===== config.mk =====
export PLATFORM = sky130hd
export DESIGN_NAME = npc_unit
export DESIGN_NICKNAME = d
export VERILOG_FILES = /design/src/rtl/npc_pkg.sv /design/src/rtl/npc_cond.sv /design/src/rtl/npc_target.sv /design/src/rtl/npc_slot.sv /design/src/rtl/npc_unit.sv
export SDC_FILE = /design/constraint.sdc
export NUM_CORES = 1
export LEC_CHECK = 0
export ABC_AREA = 1
export BUFFER_PORTS_ARGS = -buffer_cell sky130_fd_sc_hd__buf_2
export CAP_MARGIN = 10
export CELL_PAD_IN_SITES_DETAIL_PLACEMENT = 0
export CELL_PAD_IN_SITES_GLOBAL_PLACEMENT = 2
export CORE_UTILIZATION = 23
export DETAILED_ROUTE_END_ITERATION = 12
export HOLD_SLACK_MARGIN = 0.03
export PLACE_DENSITY = 0.9
export SYNTH_ARGS = -nofsm -noshare
export SYNTH_HDL_FRONTEND = slang
export SYNTH_SLANG_ARGS = --single-unit

===== constraint.sdc =====
create_clock -name clk -period 2.86 [get_ports clk]
set_input_delay 0.143 -clock clk [delete_from_list [all_inputs] [get_ports clk]]
set_output_delay 0.143 -clock clk [all_outputs]
set_load 0.1 [all_outputs]

===== src/rtl/npc_pkg.sv =====
package npc_pkg;
  localparam int XW      = 32;
  localparam int OFF_W   = 16;
  localparam int JF_W    = 26;
  localparam int KIND_W  = 4;
  localparam int RIDX_W  = 5;
  localparam int INSN_B  = 4;
  localparam int SEG_W   = XW - JF_W - 2;

  typedef enum logic [KIND_W-1:0] {
    XK_NONE = 4'd0,
    XK_BEQ  = 4'd1,
    XK_BNE  = 4'd2,
    XK_BLEZ = 4'd3,
    XK_BGTZ = 4'd4,
    XK_BLTZ = 4'd5,
    XK_BGEZ = 4'd6,
    XK_J    = 4'd7,
    XK_JR   = 4'd8,
    XK_JAL  = 4'd9
  } xfer_e;

  function automatic logic [XW-1:0] f_seq(input logic [XW-1:0] pc);
    return pc + XW'(INSN_B);
  endfunction

  function automatic logic [XW-1:0] f_br_tgt(input logic [XW-1:0] pc,
                                             input logic [OFF_W-1:0] off);
    logic [XW-1:0] disp;
    disp = {{(XW-OFF_W-2){off[OFF_W-1]}}, off, 2'b00};
    return f_seq(pc) + disp;
  endfunction

  function automatic logic [XW-1:0] f_jmp_tgt(input logic [XW-1:0] pc,
                                              input logic [JF_W-1:0] fld);
    logic [XW-1:0] s;
    s = f_seq(pc);
    return {s[XW-1 -: SEG_W], fld, 2'b00};
  endfunction
endpackage


===== src/rtl/npc_cond.sv =====
module npc_cond
  import npc_pkg::*;
(
  input  logic [KIND_W-1:0] kind,
  input  logic [XW-1:0]     a,
  input  logic [XW-1:0]     b,
  output logic              cond_true,
  output logic              is_link
);
  logic ops_eq, a_neg, a_zero;
  xfer_e k;

  assign k      = xfer_e'(kind);
  assign ops_eq = (a == b);
  assign a_neg  = a[XW-1];
  assign a_zero = (a == '0);

  always_comb begin
    cond_true = 1'b0;
    case (k)
      XK_BEQ:  cond_true = ops_eq;
      XK_BNE:  cond_true = !ops_eq;
      XK_BLEZ: cond_true = a_neg || a_zero;
      XK_BGTZ: cond_true = !a_neg && !a_zero;
      XK_BLTZ: cond_true = a_neg;
      XK_BGEZ: cond_true = !a_neg;
      XK_J, XK_JR, XK_JAL: cond_true = 1'b1;
      default: cond_true = 1'b0;
    endcase
  end

  assign is_link = (k == XK_JAL);
endmodule


===== src/rtl/npc_target.sv =====
module npc_target
  import npc_pkg::*;
(
  input  logic [KIND_W-1:0] kind,
  input  logic [XW-1:0]     pc,
  input  logic [OFF_W-1:0]  off,
  input  logic [JF_W-1:0]   fld,
  input  logic [XW-1:0]     jr,
  output logic [XW-1:0]     tgt,
  output logic [XW-1:0]     seq_pc
);
  xfer_e k;
  assign k      = xfer_e'(kind);
  assign seq_pc = f_seq(pc);

  always_comb begin
    case (k)
      XK_J, XK_JAL: tgt = f_jmp_tgt(pc, fld);
      XK_JR:        tgt = jr;
      default:      tgt = f_br_tgt(pc, off);
    endcase
  end
endmodule


===== src/rtl/npc_slot.sv =====
module npc_slot
  import npc_pkg::*;
(
  input  logic          clk,
  input  logic          rst_n,
  input  logic          adv,
  input  logic          fire,
  input  logic [XW-1:0] tgt_in,
  output logic          pend_o,
  output logic [XW-1:0] tgt_o
);
  always_ff @(posedge clk) begin
    if (!rst_n) begin
      pend_o <= 1'b0;
      tgt_o  <= '0;
    end else if (adv) begin
      pend_o <= fire;
      if (fire) tgt_o <= tgt_in;
    end
  end

  assert_fire_arms_R8: assert property (@(posedge clk) disable iff (!rst_n)
    (adv && fire) |=> (pend_o && tgt_o == $past(tgt_in)));

  assert_slot_drains_R9: assert property (@(posedge clk) disable iff (!rst_n)
    (adv && pend_o) |=> !pend_o);

  assert_stall_keeps_R10: assert property (@(posedge clk) disable iff (!rst_n)
    !adv |=> ($stable(pend_o) && $stable(tgt_o)));
endmodule


===== src/rtl/npc_unit.sv =====
module npc_unit
  import npc_pkg::*;
#(
  parameter int LINK_REG = 31
) (
  input  logic              clk,
  input  logic              rst_n,
  input  logic              adv,
  input  logic [XW-1:0]     cur_pc,
  input  logic [KIND_W-1:0] xfer_kind,
  input  logic [XW-1:0]     opnd_a,
  input  logic [XW-1:0]     opnd_b,
  input  logic [OFF_W-1:0]  br_off,
  input  logic [JF_W-1:0]   jmp_field,
  input  logic [XW-1:0]     jr_addr,
  output logic [XW-1:0]     next_pc,
  output logic              taken,
  output logic              link_we,
  output logic [RIDX_W-1:0] link_idx,
  output logic [XW-1:0]     link_data
);
  logic          cond_true, is_link, pend, fire;
  logic [XW-1:0] tgt, seq_pc, held_tgt;

  npc_cond u_cond (
    .kind(xfer_kind), .a(opnd_a), .b(opnd_b),
    .cond_true(cond_true), .is_link(is_link)
  );

  npc_target u_tgt (
    .kind(xfer_kind), .pc(cur_pc), .off(br_off), .fld(jmp_field),
    .jr(jr_addr), .tgt(tgt), .seq_pc(seq_pc)
  );

  assign fire = adv && !pend && cond_true;

  npc_slot u_slot (
    .clk(clk), .rst_n(rst_n), .adv(adv), .fire(fire),
    .tgt_in(tgt), .pend_o(pend), .tgt_o(held_tgt)
  );

  assign taken     = fire;
  assign link_we   = adv && !pend && is_link;
  assign link_idx  = RIDX_W'(LINK_REG);
  assign link_data = seq_pc;
  assign next_pc   = pend ? held_tgt : seq_pc;

  assert_slot_quiet_R9: assert property (@(posedge clk) disable iff (!rst_n)
    pend |-> (!taken && !link_we));

  assert_link_taken_R7: assert property (@(posedge clk) disable iff (!rst_n)
    link_we |-> (taken && link_data == cur_pc + 32'd4));

  assert_jump_taken_R5: assert property (@(posedge clk) disable iff (!rst_n)
    (adv && !pend && xfer_kind == XK_J) |-> taken);

  assert_slot_sequential_R8: assert property (@(posedge clk) disable iff (!rst_n)
    taken |-> next_pc == cur_pc + 32'd4);

  assert_idle_quiet_R10: assert property (@(posedge clk) disable iff (!rst_n)
    !adv |-> (!taken && !link_we));
endmodule


==> After elaboration in Yosys (flattened, before gate mapping) <==
Cells that the tools add are included.
{ "op_classes": {"eq_ne": 10, "addsub": 2, "muxes": 3, "n_reduce_logical": 13} }
{ "ops": {"columns": ["operator", "count"], "rows": [
  ["$pmux W32 S2", 1],
  ["$add A32 B3 Y32 const B", 1],
  ["$add A32 B32 Y32", 1],
  ["$eq A32 B32 Y1", 1],
  ["$logic_not A32 Y1", 1],
  ["$mux W32", 1],
  ["$eq A4 B3 Y1 const B", 4],
  ["$eq A4 B2 Y1 const B", 2],
  ["$eq A4 B4 Y1 const B", 2],
  ["$pmux W1 S7", 1],
  ["$eq A4 B1 Y1 const B", 1],
  ["$logic_and A1 B1 Y1", 4],
  ["$logic_not A1 Y1", 4],
  ["$reduce_or A3 Y1", 1],
  ["$reduce_and A2 Y1", 1],
  ["$reduce_or A2 Y1", 1],
  ["$logic_or A1 B1 Y1", 1]
]} }
{ "word_totals": {"out_inout_bits": 71, "ff_bits": 33, "elab_cells": 30} }

==> Depth between registers and ports, before layout <==
Gate-level depths: netlist of run 1.
{ "depth": {"ltp_word": 6, "mapped_depth": 25, "ltp_nobuf": 25} }

==> Hierarchy <==
A second synthesis of run 1 with hierarchy kept.
{ "unflattened": {"cells_unflattened": 1125, "hier_area_um2": 6047.0} }
{ "by_module_without_submodules": {"columns": ["mod", "cells_per_inst", "instances", "area_per_inst_um2", "seq_area_each_um2"], "rows": [
  ["npc_target", 648, 1, 3375.7, 0.0],
  ["npc_slot", 208, 1, 1361.3, 660.6],
  ["npc_cond", 154, 1, 750.7, 0.0],
  ["npc_unit", 115, 1, 559.3, 0.0]
]} }

==> Least setup slack after synthesis of run 1 <==
No wires, ideal clock.
{ "synth_timing": {"kind": "input to register", "start": "in cur_pc[2]", "end": "reg u_slot.tgt_o[27]", "setup_slack_ns": -1.565, "cell_stages": 18, "arrival_ns": 4.312, "setup_ns": 0.113, "path_buffers": 0, "t_required_ns": 2.747, "path_cell_list": "inv_1 nor2_4 nand2_1 nor2_2 inv_2 nor2_2 nand4_2 xnor2_1 ha_1 nand2_1 nor2_1 and2_1 a21oi_1 nand3_1 nand3_1 nand2_1 nor2_1 nor2_1"} }
{ "synth_between": {"elab_chain_len": 3} }
{ "synth_lines": {"columns": ["element", "line", "source"], "rows": [
  ["from (decl)", "npc_unit.sv:9", "input logic [XW-1:0] cur_pc,"],
  ["$add A32 B3 Y32", null, null],
  ["net link_data[23]", "npc_unit.sv:20", "output logic [XW-1:0] link_data"],
  ["$add A32 B32 Y32", "npc_pkg.sv:31", "return f_seq(pc) + disp;"],
  ["$pmux W32 S2", "npc_target.sv:17", "case (k)"],
  ["to (signal assigned)", "npc_slot.sv:18", "if (fire) tgt_o <= tgt_in;"],
  ["to (decl)", "npc_slot.sv:10", "output logic [XW-1:0] tgt_o"]
]} }
The timed path passes the listed nets, and every way through them passes these cells.
A chain may end at the register's enable or synchronous reset.

==> Worst setup path after layout of run 1 <==
{ "layout_timing": {"start": "in cur_pc[8]", "end": "reg u_slot.tgt_o[26]"} }
{ "layout_between": {"elab_chain_len": 3} }
{ "layout_lines": {"columns": ["element", "line", "source"], "rows": [
  ["$add A32 B3 Y32", "npc_pkg.sv:24", "return pc + XW'(INSN_B);"],
  ["$add A32 B32 Y32", "npc_pkg.sv:31", null],
  ["$pmux W32 S2", "npc_target.sv:17", null]
]} }
No other way between the ends.

==> flow_summary.yaml, run 1 <==
cts:
  cts_buffers: 5
  ctsLongestPathBuffers: 2
  htree_levels: 2
  clock_latency_ns: 0.29
  cts.sinks: 33
  clkSlewWorstSetupHoldPaths_ns: 0.07
  ctsHoldBuffers: 0
  cts_tree: "done"
  root_buffer: "clkbuf_16"
sta:
  maxSlewViolCount: 0
  worst_slew_pin_slew_ns: 0.705
  finalSetupViolations: 0
  layout_min_cycle_time_ns: 2.70
  hold_viol: 0
  fin_setup_tns_ns: 0
  relSlewSlack: 0.530
  rsz0062_at_grt: "yes"
  fmax_mhz: 371
  skew_ns: 0.00750
  fin_crit_sh: 0.943
synth:
  synth_cells: 1108
  yosys.area.top_type_share: 0.248
  synth_edf_count: 0
  synth_area_per_cell_um2: 5.33
  synthXorXnorAreaFrac: 0.0650
  synthSimpleGateAreaFrac: 0.467
  synthTopCellsByArea: "nand2_1 25%, dfxtp_1 11%, inv_1 10%"
  ys.flop_type: "dfxtp_1"
  ys_ff_latch: 33
  synth_top_family_by_area: "simple AND/OR/NAND/NOR gates"
  yosys_warnings: 0
  synth-compound-area-share: 0.143
  yosysSeqAreaShare: 0.112
  synthArstFlopShare: 0
  synthMuxAreaShare: 0
  synth_fa_ha_area_frac: 0.0733
  syn-cell-area_mm2: 0.00591
  ys_types: 47
  yosysTopAreaCell: "nand2_1"
detailed_routing:
  detail_route.first_pass.iterations: 5
  post-route-drc-count: 0
  drt_iter0_markers: 485
  via_count: 8011
  avgViaCountPerCell: 4.42
  wire_per_inst_um: 14.7
  ant_nets: 0
  drt-total-wl_um: 26600
run:
  drv_cap: 0
die:
  io_pins: 248
  core.rowCount: 58
  start_util: 0.235
  dieArea_mm2: 0.0263
  core_mm2: 0.0252
  die_x_um: 162
  die-height_um: 162
global_route:
  gr-usage-met1: 0.285
  use_met3: 0.0151
  grt_pass1_wl_um: 40400
  top_usage_layer: "met2"
  track_usage: 0.199
  grt_max_degree: 38
  grt_pass1_vias: 7602
  use_met2: 0.316
  overflow: 0
  antenna_found_initial: 0
placed_design:
  dp_hpwl_um: 23000
  io_buffer_count: 242
  placed_area_mm2: 0.00892
  gp_congestion: 0.899
  dp.cells: 1800
cells_and_area:
  nNetsFinal: 1694
  fill_cells: 2811
  area_growth_pct: 59.6
  mostFrequentLayoutCells: "378 x nand2_1, 230 x buf_2, 157 x buf_4, 153 x inv_1, 119 x nor2_1"
  final_common_cell: "nand2_1"
  num_antenna_cells: 0
  layout-drive-gt1-share: 0.352
  fin_cells: 1814
  final_cell_area_mm2: 0.00943
setup_path:
  worst_ep_arrival_time_ns: 2.89
  critPathMostFrequentCell: "nand2_2"
  crit_required_ns: 3.05
  critPathSlowestCell: "xnor2_4"
  regToRegStartpoint: "u_slot.pend_o"
  slowest_delay_ns: 0.30
  crit_chain: "buf_2 -> nand2_2 -> nor2_4 -> buf_6 -> nand2_4 -> nor2_4 -> nand2_4 -> nor4_4 -> nand2_2 -> buf_6 -> xnor2_4 -> ha_4 -> nand2_2 -> inv_2 -> nand2_2 -> buf_4 -> nor3_4 -> nand3_2 -> nand3_2 -> nand2_2 -> nand3_2 -> nand2_2 -> nor2_2 -> nor2_1"
  crit_buf_inv: 5
  cp_top_family: "simple AND/OR/NAND/NOR gates"
  critPathKind: "input pin to register"
  startpoint: "cur_pc[8]"
  endpoint_kind: "register"
  worst-path-max-fanout: 3
  cp-start-kind: "input pin"
hold_path:
  hp-start: "adv"
  min_path_type: "input pin to register"
status:
  outcome: "completed"
power:
  peakVddDrop_mv: 0.215
  powerDensity_mw_per_mm2: 352
  fin_total_pwr_uw: 3320
  p_leak_uw: 0.00516
[stage by stage]
step	hold WS, ns	util	setup WS [ns]
after floorplan	0.338	-	-0.728
after global placement	0.461	0.354	-0.270
after detailed placement	0.462	0.354	-0.329
after CTS	0.154	0.365	0.00166
after global routing	0.178	0.374	-0.0840
final	0.164	0.374	0.162
[final cells by class]
cell class              instances  area (um2)  area share
inverters                     162         623      0.0661
clock buffers                   5         125      0.0133
repair buffers                400        2570       0.273
clock inverters                 3        68.8     0.00730
multi-input cells             881        4970       0.527
flip-flops and latches         33         661      0.0701
well taps                     330         413      0.0438
[flip-flops by register name (all words and copies together) (netlist names)]
| name | flops |
|---|---|
| u_slot.pend_o | 1 |
| u_slot.tgt_o | 32 |
[cells in the mapped netlist (4+ instances only)]
library cell / number
buf_4: 9
o21bai_1: 6
and2_1: 4
nand2_2: 4
buf_2: 6
or2_2: 5
dfxtp_1: 33
nand2_1: 391
clkbuf_1: 15
buf_6: 5
xor2_1: 13
nor2_2: 4
a22oi_1: 21
a21oi_1: 56
inv_1: 159
xnor2_1: 29
ha_1: 33
o21ai_0: 40
nand4_1: 18
nor3_1: 13
a22o_1: 7
nor2_1: 132
nand3b_1: 13
nand3_1: 61
[layer usage]
layer	wire (um)	part of all wire
met4	618	0.023
met3	1010	0.038
met5	0	0
met1	13200	0.49
met2	11800	0.44
[final timing paths]
check / to / slack, ns / depth (start not counted)
worst max-delay path: u_slot.tgt_o[26] / 0.16 / 24
worst min-delay path: u_slot.pend_o / 0.16 / 4
worst max register to register: u_slot.tgt_o[20] / 1.07 / 7
worst min register to register: u_slot.tgt_o[0] / 0.49 / 2
[logic make-up (layout without fill, tap and decap cells)]
family | count (synthesis) | count (layout)
xor+xnor | 43 | 43
flops | 33 | 33
simple gates | 656 | 656
other cells | 1 | 5
buf+inv | 198 | 570
fa+ha+maj | 34 | 34
compound gates | 143 | 143
[worst min-delay path, cell delays in order]
cell      delay, ns
buf_2          0.08
inv_1          0.07
nand2_1        0.06
a21boi_1       0.05
[power by group]
part	internal [uW]	total [uW]	switching, uW
registers	501	523	22.3
logic	687	2040	1350
clock network	504	754	250
[timing repair]
item | 4_1_cts | 5_1_grt
pin swaps | 4 | 26
buffers inserted | 1 | 6
endpoints found under the setup margin | 1 | 18
gates resized for setup | 12 | 51
No activity file was read; power rests on OpenSTA's default activity.
==> run 2, diff against run 1 <==
- GPL_TIMING_DRIVEN: unset -> 0
==> run 2 against run 1 <==
  * Power fell by 9.9%
  * Critical endpoint is now u_slot.tgt_o[27]
  * Clock-buffer cell count rose by 2
  * Worst setup slack got worse by 0.049 ns
  * Register-to-register slack improved by 0.19 ns
  * Wire length fell by 0.61%
  * Combinational power fell by 6%
  * Sequential share of layout area rose by 0.51 points
  * Clock power fell by 27%
  * First-iteration DRC count fell by 22%
  * Final cell count fell by 4.8%
  * Cell area fell by 6.7%
  * Hold slack improved by 0.018 ns
==> flow_summary.yaml, run 2 (same netlist as run 1, synthesis figures left out) <==
setup_path:
  cp-start-kind: "input pin"
  endpoint_kind: "register"
  critPathKind: "input pin to register"
  crit_required_ns: 3.04
  crit_buf_inv: 4
  cp_top_family: "simple AND/OR/NAND/NOR gates"
  critPathSlowestCell: "xnor2_4"
  worst-path-max-fanout: 3
  worst_ep_arrival_time_ns: 2.93
  slowest_delay_ns: 0.35
  crit_chain: "buf_4 -> ha_4 -> nand2_1 -> inv_2 -> buf_4 -> nand4_1 -> nor2_2 -> nand4_1 -> xnor2_4 -> buf_6 -> ha_1 -> nand2_1 -> nand2_1 -> nand3_1 -> nand2_1 -> o21bai_1 -> a21oi_2 -> nand3_1 -> nand3_1 -> nand2_2 -> nor2_4 -> nor2_1"
  critPathMostFrequentCell: "nand2_1"
detailed_routing:
  post-route-drc-count: 0
  drt_iter0_markers: 377
  detail_route.first_pass.iterations: 5
  ant_nets: 0
  via_count: 7715
  wire_per_inst_um: 15.3
  avgViaCountPerCell: 4.47
  drt-total-wl_um: 26400
cells_and_area:
  final_common_cell: "nand2_1"
  num_antenna_cells: 0
  area_growth_pct: 48.8
  top_register: "u_slot.tgt_o"
  mostFrequentLayoutCells: "365 x nand2_1, 240 x buf_2, 148 x inv_1, 112 x nor2_1, 54 x nand3_1"
  reg_top3: "u_slot.tgt_o: 32 flops, u_slot.pend_o: 1 flops"
  largest_reg_flops: 32
  nNetsFinal: 1608
  layout-drive-gt1-share: 0.326
cts:
  ctsLongestPathBuffers: 2
  cts_buffers: 5
  cts_tree: "done"
  clock_latency_ns: 0.28
  cts.sinks: 33
  htree_levels: 2
  clkSlewWorstSetupHoldPaths_ns: 0.06
  root_buffer: "clkbuf_16"
  ctsHoldBuffers: 0
sta:
  fin_setup_tns_ns: 0
  finalSetupViolations: 0
  skew_ns: 0.00562
  layout_min_cycle_time_ns: 2.75
  worst_slew_pin_slew_ns: 0.745
  fin_crit_sh: 0.960
  maxSlewViolCount: 0
  fin_ws_ns: 0.113
  relSlewSlack: 0.503
  rsz0062_at_grt: "yes"
  hold_viol: 0
  fmax_mhz: 364
power:
  sw_frac_of_total: 0.529
  p_leak_uw: 0.00469
  switchingPower_uw: 1580
  clkPwrFrac: 0.183
  intPower_uw: 1410
  peakVddDrop_mv: 0.203
  fin_total_pwr_uw: 2990
  seqPwrFrac: 0.174
  powerDensity_mw_per_mm2: 340
  comb_power_share: 0.643
global_route:
  grt_pass1_vias: 7279
  track_usage: 0.197
  grt_pass1_wl_um: 39600
  grt_max_degree: 21
  overflow: 0
  antenna_found_initial: 0
placed_design:
  pre_cts_ws_ns: -0.788
  io_buffer_count: 241
  gp_congestion: 0.884
  dp_hpwl_um: 22700
die:
  die_x_um: 162
  core.rowCount: 58
  core_mm2: 0.0252
  die-height_um: 162
  dieArea_mm2: 0.0263
  io_pins: 248
  start_util: 0.235
hold_path:
  min_path_type: "input pin to register"
run:
  drv_cap: 0
status:
  outcome: "completed"
## run 2: cell count changes in the layout (fill, tap and decap cells not counted), moves of 5 or more
cell	previous run	this run
buf_6	2	9
nand2_4	4	9
inv_2	4	9
inv_1	153	148
buf_12	11	1
nor2_1	119	112
nand2_2	13	21
nand2_1	378	365
buf_4	157	48
clkbuf_1	0	16
nor2_4	6	11
buf_2	230	240
## run 2: worst register-to-register path, stage by stage, from the launching register on
cell and delay (ns):
dfxtp_1 0.32, nor2_1 0.16, clkbuf_1 0.37, clkbuf_1 0.38, nand3_1 0.13, nand2_1 0.09, nor2_1 0.05
## run 2: area by class of cell
class | count | area (um2)
multi-input combinational | 881 | 5210
inverter | 162 | 623
fill | 2824 | 16400
clock buffer | 7 | 143
timing repair buffer | 278 | 1530
sequential | 33 | 661
tap | 330 | 413
buffer | 36 | 214
## run 2: what timing repair did
action / 4_1_cts / 5_1_grt
buffers inserted: 17 / 20
gates resized for setup: 41 / 89
pin swaps: 13 / 46
endpoints found under the setup margin: 14 / 19
## run 2: stage by stage
stage / hold slack (ns) / cells / cell area [um2] / utilization
floorplan: 0.338 / 1112 / 6200 / -
global placement: 0.463 / 1683 / 7820 / 0.311
detailed placement: 0.470 / 1683 / 7820 / 0.311
CTS: 0.177 / 1707 / 8280 / 0.329
global route: 0.221 / 1727 / 8790 / 0.349
finish: 0.183 / 1727 / 8790 / 0.349
## run 2: path summary, 6_finish.rpt
check | startpoint | end | slack, ns | cells past startpoint
min | adv | u_slot.pend_o | 0.18 | 4
min reg2reg | u_slot.tgt_o[0] | u_slot.tgt_o[0] | 0.49 | 2
max | cur_pc[2] | u_slot.tgt_o[27] | 0.11 | 22
max reg2reg | u_slot.pend_o | u_slot.tgt_o[5] | 1.26 | 6
## run 2: per-layer routing
layer  track usage  vias up  routed length, um
li1              -     4072                  -
met1         0.261     3430              12300
met2         0.334      189              12400
met3        0.0174       24               1070
met4        0.0630        0                622
met5             0        -                  0
## run 2: power groups by stage
stage	clock (uW)	combinational, uW	sequential (uW)
finish	547	1920	520
global route	567	2070	524
CTS	549	1820	519
detailed placement	0	1770	529
global placement	0	1760	528
floorplan	0	1290	524
